**src/rtl/evchk_pkg.sv**
```systemverilog
package evchk_pkg;

   // Tracked level of the watched signal
   typedef enum logic [1:0] {
      LV_UNDEF = 2'b00,
      LV_LOW   = 2'b01,
      LV_HIGH  = 2'b10
   } level_e;

   // Event kinds; numeric values are the wire codes
   typedef enum logic [2:0] {
      EK_RISE  = 3'd0,
      EK_FALL  = 3'd1,
      EK_UNDEF = 3'd2,
      EK_DEFH  = 3'd3,
      EK_DEFL  = 3'd4
   } ev_kind_e;

   localparam int unsigned KIND_W   = 3;
   localparam int unsigned KIND_MAX = 4;

   typedef struct packed {
      logic     known;
      ev_kind_e kind;
   } ev_dec_t;

endpackage

```
**src/rtl/evchk_decode.sv**
```systemverilog
module evchk_decode
   import evchk_pkg::*;
#(
   parameter int unsigned CODE_W = 3
) (
   input  logic [CODE_W-1:0] code,
   output ev_dec_t           dec
);

   logic                upper_zero;
   logic [KIND_W-1:0]   low_bits;

   assign low_bits = code[KIND_W-1:0];

   generate
      if (CODE_W > KIND_W) begin : g_wide
         assign upper_zero = ~|code[CODE_W-1:KIND_W];
      end else begin : g_narrow
         assign upper_zero = 1'b1;
      end
   endgenerate

   always_comb begin
      dec.known = upper_zero && (low_bits <= KIND_W'(KIND_MAX));
      dec.kind  = dec.known ? ev_kind_e'(low_bits) : EK_RISE;
   end

endmodule

```
**src/rtl/evchk_rules.sv**
```systemverilog
module evchk_rules
   import evchk_pkg::*;
(
   input  level_e  cur,
   input  ev_dec_t ev,
   output logic    legal,
   output level_e  nxt
);

   // Legal successors depend only on the level; settle and edge
   // events that reach the same level share one successor set.
   always_comb begin
      legal = 1'b0;
      if (ev.known) begin
         unique case (cur)
            LV_UNDEF: legal = (ev.kind == EK_DEFH) || (ev.kind == EK_DEFL);
            LV_HIGH:  legal = (ev.kind == EK_FALL) || (ev.kind == EK_UNDEF);
            LV_LOW:   legal = (ev.kind == EK_RISE) || (ev.kind == EK_UNDEF);
            default:  legal = 1'b0;
         endcase
      end
   end

   always_comb begin
      nxt = cur;
      if (ev.known) begin
         unique case (ev.kind)
            EK_RISE, EK_DEFH: nxt = LV_HIGH;
            EK_FALL, EK_DEFL: nxt = LV_LOW;
            EK_UNDEF:         nxt = LV_UNDEF;
            default:          nxt = cur;
         endcase
      end
   end

endmodule

```
**src/rtl/evchk_track.sv**
```systemverilog
module evchk_track
   import evchk_pkg::*;
(
   input  logic   clk,
   input  logic   rst_n,
   input  logic   take,
   input  level_e nxt,
   output level_e cur
);

   always_ff @(posedge clk) begin
      if (!rst_n)    cur <= LV_UNDEF;
      else if (take) cur <= nxt;
   end

endmodule

```
**src/rtl/evchk_flag.sv**
```systemverilog
module evchk_flag #(
   parameter int unsigned CODE_W     = 3,
   parameter bit          KEEP_FIRST = 1'b1
) (
   input  logic              clk,
   input  logic              rst_n,
   input  logic              hit,
   input  logic [CODE_W-1:0] code,
   output logic              flag,
   output logic [CODE_W-1:0] flag_code
);

   logic load_code;

   generate
      if (KEEP_FIRST) begin : g_first
         assign load_code = hit && !flag;
      end else begin : g_latest
         assign load_code = hit;
      end
   endgenerate

   always_ff @(posedge clk) begin
      if (!rst_n) begin
         flag      <= 1'b0;
         flag_code <= '0;
      end else begin
         if (hit)       flag      <= 1'b1;
         if (load_code) flag_code <= code;
      end
   end

endmodule

```
**src/rtl/evchk_top.sv**
```systemverilog
module evchk_top
   import evchk_pkg::*;
#(
   parameter int unsigned CODE_W     = 3,
   parameter bit          KEEP_FIRST = 1'b1
) (
   input  logic              clk,
   input  logic              rst_n,
   input  logic              ev_vld,
   input  logic [CODE_W-1:0] ev_code,
   output logic              viol,
   output logic [CODE_W-1:0] viol_code,
   output logic [1:0]        sig_state
);

   generate
      if (CODE_W < KIND_W) begin : g_bad_code_w
         $error("evchk_top: CODE_W must be at least 3");
      end
   endgenerate

   ev_dec_t dec;
   level_e  cur_lv;
   level_e  nxt_lv;
   logic    legal;
   logic    take;
   logic    hit;

   evchk_decode #(.CODE_W(CODE_W)) u_decode (
      .code (ev_code),
      .dec  (dec)
   );

   evchk_rules u_rules (
      .cur   (cur_lv),
      .ev    (dec),
      .legal (legal),
      .nxt   (nxt_lv)
   );

   assign take = ev_vld && dec.known;
   assign hit  = ev_vld && !legal;

   evchk_track u_track (
      .clk   (clk),
      .rst_n (rst_n),
      .take  (take),
      .nxt   (nxt_lv),
      .cur   (cur_lv)
   );

   evchk_flag #(.CODE_W(CODE_W), .KEEP_FIRST(KEEP_FIRST)) u_flag (
      .clk       (clk),
      .rst_n     (rst_n),
      .hit       (hit),
      .code      (ev_code),
      .flag      (viol),
      .flag_code (viol_code)
   );

   assign sig_state = cur_lv;

endmodule

```
**config.mk**
```make
export PLATFORM = sky130hd
export DESIGN_NAME = evchk_top
export DESIGN_NICKNAME = d
export VERILOG_FILES = /design/src/rtl/evchk_pkg.sv /design/src/rtl/evchk_decode.sv /design/src/rtl/evchk_rules.sv /design/src/rtl/evchk_track.sv /design/src/rtl/evchk_flag.sv /design/src/rtl/evchk_top.sv
export SDC_FILE = /design/constraint.sdc
export NUM_CORES = 1
export LEC_CHECK = 0
export BUFFER_PORTS_ARGS = -buffer_cell sky130_fd_sc_hd__buf_2
export CAP_MARGIN = 20
export CELL_PAD_IN_SITES_DETAIL_PLACEMENT = 2
export CELL_PAD_IN_SITES_GLOBAL_PLACEMENT = 2
export CORE_MARGIN = 4
export CORE_UTILIZATION = 28
export CTS_CLUSTER_DIAMETER = 80
export CTS_CLUSTER_SIZE = 24
export DETAILED_ROUTE_END_ITERATION = 8
export PLACE_DENSITY_LB_ADDON = 0.1
export SYNTH_ARGS = -nofsm -noshare
export SYNTH_HDL_FRONTEND = slang
export SYNTH_HIERARCHICAL = 1
export SYNTH_SLANG_ARGS = --single-unit
```
**constraint.sdc**
```tcl
create_clock -name clk -period 1.9 [get_ports clk]
set_input_delay 0.285 -clock clk [delete_from_list [all_inputs] [get_ports clk]]
set_output_delay 0.285 -clock clk [all_outputs]
set_load 0.05 [all_outputs]
```
* Yosys cells after proc, flatten, opt, wreduce, memory -nomap -nowiden
Cells that the tools add are included.
Storage, ports and cells: output and inout bits 6, input bits 6, word-level logic and storage cells 28, register bits 6
Operators by class: $lt $le $gt $ge 1, reduce and logical (&&, ||, !) cells 14, eq/ne operators 6, muxes and demuxes 4
Operators with widths (number):
- $eq 3x2->1 const B | 2
- $pmux 2 s3 | 1
- $reduce_or 2->1 | 2
- $eq 3x1->1 const B | 1
- $eq 3x3->1 const B | 1
- $le 3x3->1 const B | 1
- $logic_and 1x1->1 | 3
- $logic_not 3->1 | 1
- $logic_or 1x1->1 | 3
- $mux 3 | 1
- $pmux 1 s3 | 1
- $reduce_and 3->1 | 1
- $reduce_bool 3->1 | 1
- $eq 2x1->1 const B | 1
- $eq 2x2->1 const B | 1
- $logic_not 1->1 | 2
- $logic_not 2->1 | 1
- $mux 1 | 1

* Longest topological paths before layout
depth after elaboration 9, gate-level depth with buffers 8, mapped depth without buffers 8

* Hierarchy
The synthesis kept the hierarchy.
Modules (own cells, without submodules):
- evchk_rules | sequential area each 0.0 µm², area each 166.4 µm², instances 1, cells an instance 22
- evchk_flag | sequential area each 80.1 µm², area each 153.9 µm², instances 1, cells an instance 15
- evchk_track | sequential area each 40.0 µm², area each 72.6 µm², instances 1, cells an instance 6
- evchk_decode | sequential area each 0.0 µm², area each 35.0 µm², instances 1, cells an instance 4
- evchk_top | sequential area each 0.0 µm², area each 20.0 µm², instances 1, cells an instance 2

* Worst setup path before layout
No wires, ideal clock.
path kind register to register, start point register u_track.cur[1], end point register u_flag.flag_code[0], clock period less this slack 2.099 ns, stages on the path, launching flop included 9, path slack -0.199 ns, arrival time 1.978 ns, data required time 1.779 ns, buffers on the path 0, cell sequence dfxtp_1 inv_1 ha_1 a21boi_0 o2bb2ai_1 a221oi_2 nor2b_4 nor2b_4 mux2i_1
On the way: word-level cells in the longest chain between the ends 6, elaborated cells between the ends (all ways) 8, those cells by class eq/ne: 2; mux: 2; reduce/logical: 4
RTL lines:
- start: declaration | RTL line evchk_track.sv:8 | output level_e cur
- start signal: assignment | RTL line evchk_track.sv:13 | else if (take) cur <= nxt;
- $eq 2x1->1, or another cell as far along | RTL line evchk_rules.sv:15 | unique case (cur)
- $pmux 1 s3 (*) | RTL line evchk_rules.sv:15
- $mux 1 (*) | RTL line evchk_rules.sv:14 | if (ev.known) begin
- via legal | RTL line evchk_top.sv:25 | logic legal;
- $logic_not 1->1 (*) | RTL line evchk_top.sv:42 | assign hit = ev_vld && !legal;
- $logic_and 1x1->1 (*) | RTL line evchk_top.sv:42
- via hit | RTL line evchk_top.sv:27 | logic hit;
- $logic_and 1x1->1 (*) | RTL line evchk_flag.sv:17 | assign load_code = hit && !flag;
- end signal: assignment | RTL line evchk_flag.sv:29 | if (load_code) flag_code <= code;
- end: declaration | RTL line evchk_flag.sv:10 | output logic [CODE_W-1:0] flag_code
Mark *: on every way through the listed nets, which the timed path passes. The rest lies on a longest branch. A chain may end at the register's enable or synchronous reset.

* Worst setup path in the final report
start point register u_track.cur[0], end point register u_flag.flag_code[0]
Same word-level chain as after synthesis.

==> flow_summary.json <==
{
  "die_h_microns": 48.00,
  "slew_headroom_pct": 80.27,
  "vias": 399,
  "leakage_nw": 0.2657,
  "cp_cell_sequence": "inv_1 > ha_1 > a21boi_1 > o2bb2ai_1 > a221oi_2 > nor2b_4 > nor2b_4 > mux2i_1",
  "final.setup_skew_ns": 0.001871,
  "dr.pass1.iters": 3,
  "yosysMostFrequentCell": "nand2_1",
  "syn_nets": 58,
  "rows": 14,
  "cpMostUsedCell": "nor2b_4",
  "antenna_found_initial": 0,
  "clock-sinks": 6,
  "tritoncts": "yes",
  "synth_top_area_cell": "dfxtp_1",
  "viasPerCell": 4.988,
  "multi_input_comb_area_sq_um": 309.0,
  "clock_path_buffers": 2,
  "ys_ff_latch": 6,
  "wire_per_inst_microns": 12.74,
  "crit_family": "compound AO/OA/AOI/OAI gates",
  "status": "finished, final reports clean",
  "grt_usage_pct": 11.77,
  "htreeDepth": 1,
  "start_util_pct": 29.73,
  "first_iter_violations": 1,
  "crit_arrival_ns": 1.83,
  "ys_dominant_reg_cell": "dfxtp_1",
  "yosys-top-cells-area": "dfxtp_1 (27%), mux2i_1 (11%), ha_1 (8.4%)",
  "placed_cell_area_sq_um": 533.0,
  "syn_avg_cell_area_sq_um": 9.141,
  "syn-instance-count": 49,
  "dieArea_sq_um": 2304,
  "yosys-top-cells-count": "nand2_1 (7), dfxtp_1 (6), inv_1 (5), mux2i_1 (5), o21ai_0 (4)",
  "area_growth_pct": 24.02,
  "numPortBuffers": 11,
  "grt_overflow": 0,
  "period_share_pct": 90.09,
  "drive_above_1_share_pct": 40.63,
  "core_area_sq_um": 1506,
  "critPathKind": "reg -> reg",
  "grt_pass1_vias": 412,
  "p_per_area_nw_per_um2": 669.6,
  "grt_pass1_wl_mm": 1.842,
  "post-cts-setup-buffer-count": 0,
  "worst_ep_required_time_ns": 2.02,
  "hold_viol_final": 0,
  "ys_types": 21,
  "clkTransAtPathRegs_ns": 0.04,
  "critPathMaxFanout": 6,
  "grt_max_degree": 10,
  "cp-start-kind": "flip-flop",
  "fin_setup_tns_ns": 0,
  "hold_path.class": "in -> reg",
  "gp_congestion": 0.6811,
  "synth_top_area_share_pct": 26.82,
  "cp.buffers_inverters": 1,
  "finalSetupViolations": 0,
  "fmaxAchievable_mhz": 584.2,
  "fp.dieW_microns": 48.00,
  "final_cell_area_sq_um": 555.5,
  "wl_mm": 1.019,
  "holdBufCountCts": 0,
  "max_stage_delay_ns": 0.37,
  "synth_edf_count": 0,
  "rsz0062_at_grt": "false",
  "dpl.hpwl_microns": 882.1,
  "synth-async-reset-ratio_pct": 0,
  "critPathCaptureType": "flip-flop",
  "ir_drop_v": 0.0002879,
  "cts_buffers": 3,
  "drc_errors": 0,
  "critPathSlowestCell": "dfxtp_2",
  "cts_root_buffer": "clkbuf_4",
  "netlist_area_sq_um": 447.9,
  "worstSkewPairLatency_ns": 0.24,
  "period_minus_slack_ns": 1.712,
  "nets": 75,
  "fillers": 180,
  "tightest_slew_ns": 0.2928,
  "n_antenna_cell": 0,
  "ios": 12,
  "ys_seq_area_share_pct": 26.82,
  "yosysWarnings": 6,
  "ant_nets": 0,
  "maxCapViolCount": 0,
  "ff_latch_area_sq_um": 122.6,
  "drv_slew": 0
}
==> path summary, 6_finish.rpt <==
check	start	slack, ns	endpoint	cells after the start
worst max-delay path	u_track/cur[0]	0.19	u_flag/flag_code[0]	8
worst min-delay path	ev_code[2]	0.34	u_flag/flag_code[2]	3
worst max register to register	u_track/cur[0]	0.19	u_flag/flag_code[0]	8
worst min register to register	u_flag/flag_code[1]	0.47	u_flag/flag_code[1]	2
==> stage by stage <==
stage          std cells  power [mW]  util, %  setup slack (ns)  hold slack, ns
5_1_grt               80      0.4054    36.88           0.01186          0.3329
3_3_place_gp          77      0.2608    35.38            0.1456          0.4426
4_1_cts               80      0.3808    36.88            0.1276          0.3307
3_5_place_dp          77      0.2631    35.38           0.08479          0.4605
2_1_floorplan         49      0.2303        -          0.008433          0.4025
6_report              80      0.3720    36.88            0.1883          0.3377
==> cell type report <==
type | count | share of cell area, %
multi-input combinational | 38 | 55.63
sequential | 6 | 22.07
timing repair buffer | 12 | 11.26
clock buffer | 3 | 4.054
tap | 16 | 3.604
inverter | 5 | 3.378
==> worst min-delay path: stages <==
cell and delay [ns]:
buf_2 0.12, nand2_1 0.06, mux2i_1 0.06
==> repair_timing <==
| action | in CTS | in global routing |
|---|---|---|
| hold endpoints to repair | 0 | 0 |
| resized for setup | 0 | 1 |
| setup endpoints to repair | 0 | 1 |
==> where the power goes <==
group / total (mW) / leakage, nW / switching [mW] / internal (mW)
Clock: 0.113 / 0.0138 / 0.0423 / 0.0712
Sequential: 0.142 / 0.0502 / 0.00677 / 0.136
Combinational: 0.116 / 0.202 / 0.0712 / 0.0448
==> flip-flops by register name (all words and copies together) (netlist names) <==
| name | cells |
|---|---|
| u_track/cur | 2 |
| u_flag/flag_code | 3 |
| u_flag/flag | 1 |
==> routing by layer <==
| metal | part of all wire (%) | GRT usage [%] | wire length, microns |
|---|---|---|---|
| met4 | 0.59 | 8.065 | 6 |
| met3 | 1.4 | 2.256 | 14 |
| met2 | 57 | 20.05 | 579 |
| met5 | 0 | 0 | 0 |
| met1 | 41 | 13.00 | 418 |
==> cells by family (layout without fill, tap and decap cells) <==
| logic type | Yosys count | count (layout) | share of synthesized area, % |
|---|---|---|---|
| AND/OR/NAND/NOR | 18 | 18 | 26.54 |
| buffers and inverters | 5 | 20 | 4.190 |
| flip-flops | 6 | 6 | 26.82 |
| AO/OA/AOI/OAI | 10 | 10 | 18.44 |
| XOR/XNOR | 1 | 1 | 1.956 |
| multiplexers | 6 | 6 | 13.69 |
| adder cells (fa/ha/maj) | 3 | 3 | 8.381 |
==> layout by cell type, fill, tap and decap left out <==
cell type  netlist  routed
a21boi_1         0       1
a221oi_2         1       1
a22oi_2          1       1
a32o_2           1       1
and2_1           1       1
and2b_2          2       2
buf_2            0      11
buf_4            0       1
clkbuf_4         0       3
dfxtp_1          6       4
dfxtp_2          0       2
ha_1             3       3
inv_1            5       5
mux2_2           1       1
mux2i_1          5       5
nand2_1          7       7
nand2b_1         1       1
nor2_1           1       1
nor2b_1          3       3
nor2b_4          2       2
nor3b_2          1       1
o21a_1           1       1
o21ai_0          4       4
o2bb2ai_1        1       1
xor2_1           1       1
Note: power is estimated with default switching activity, not from simulation.
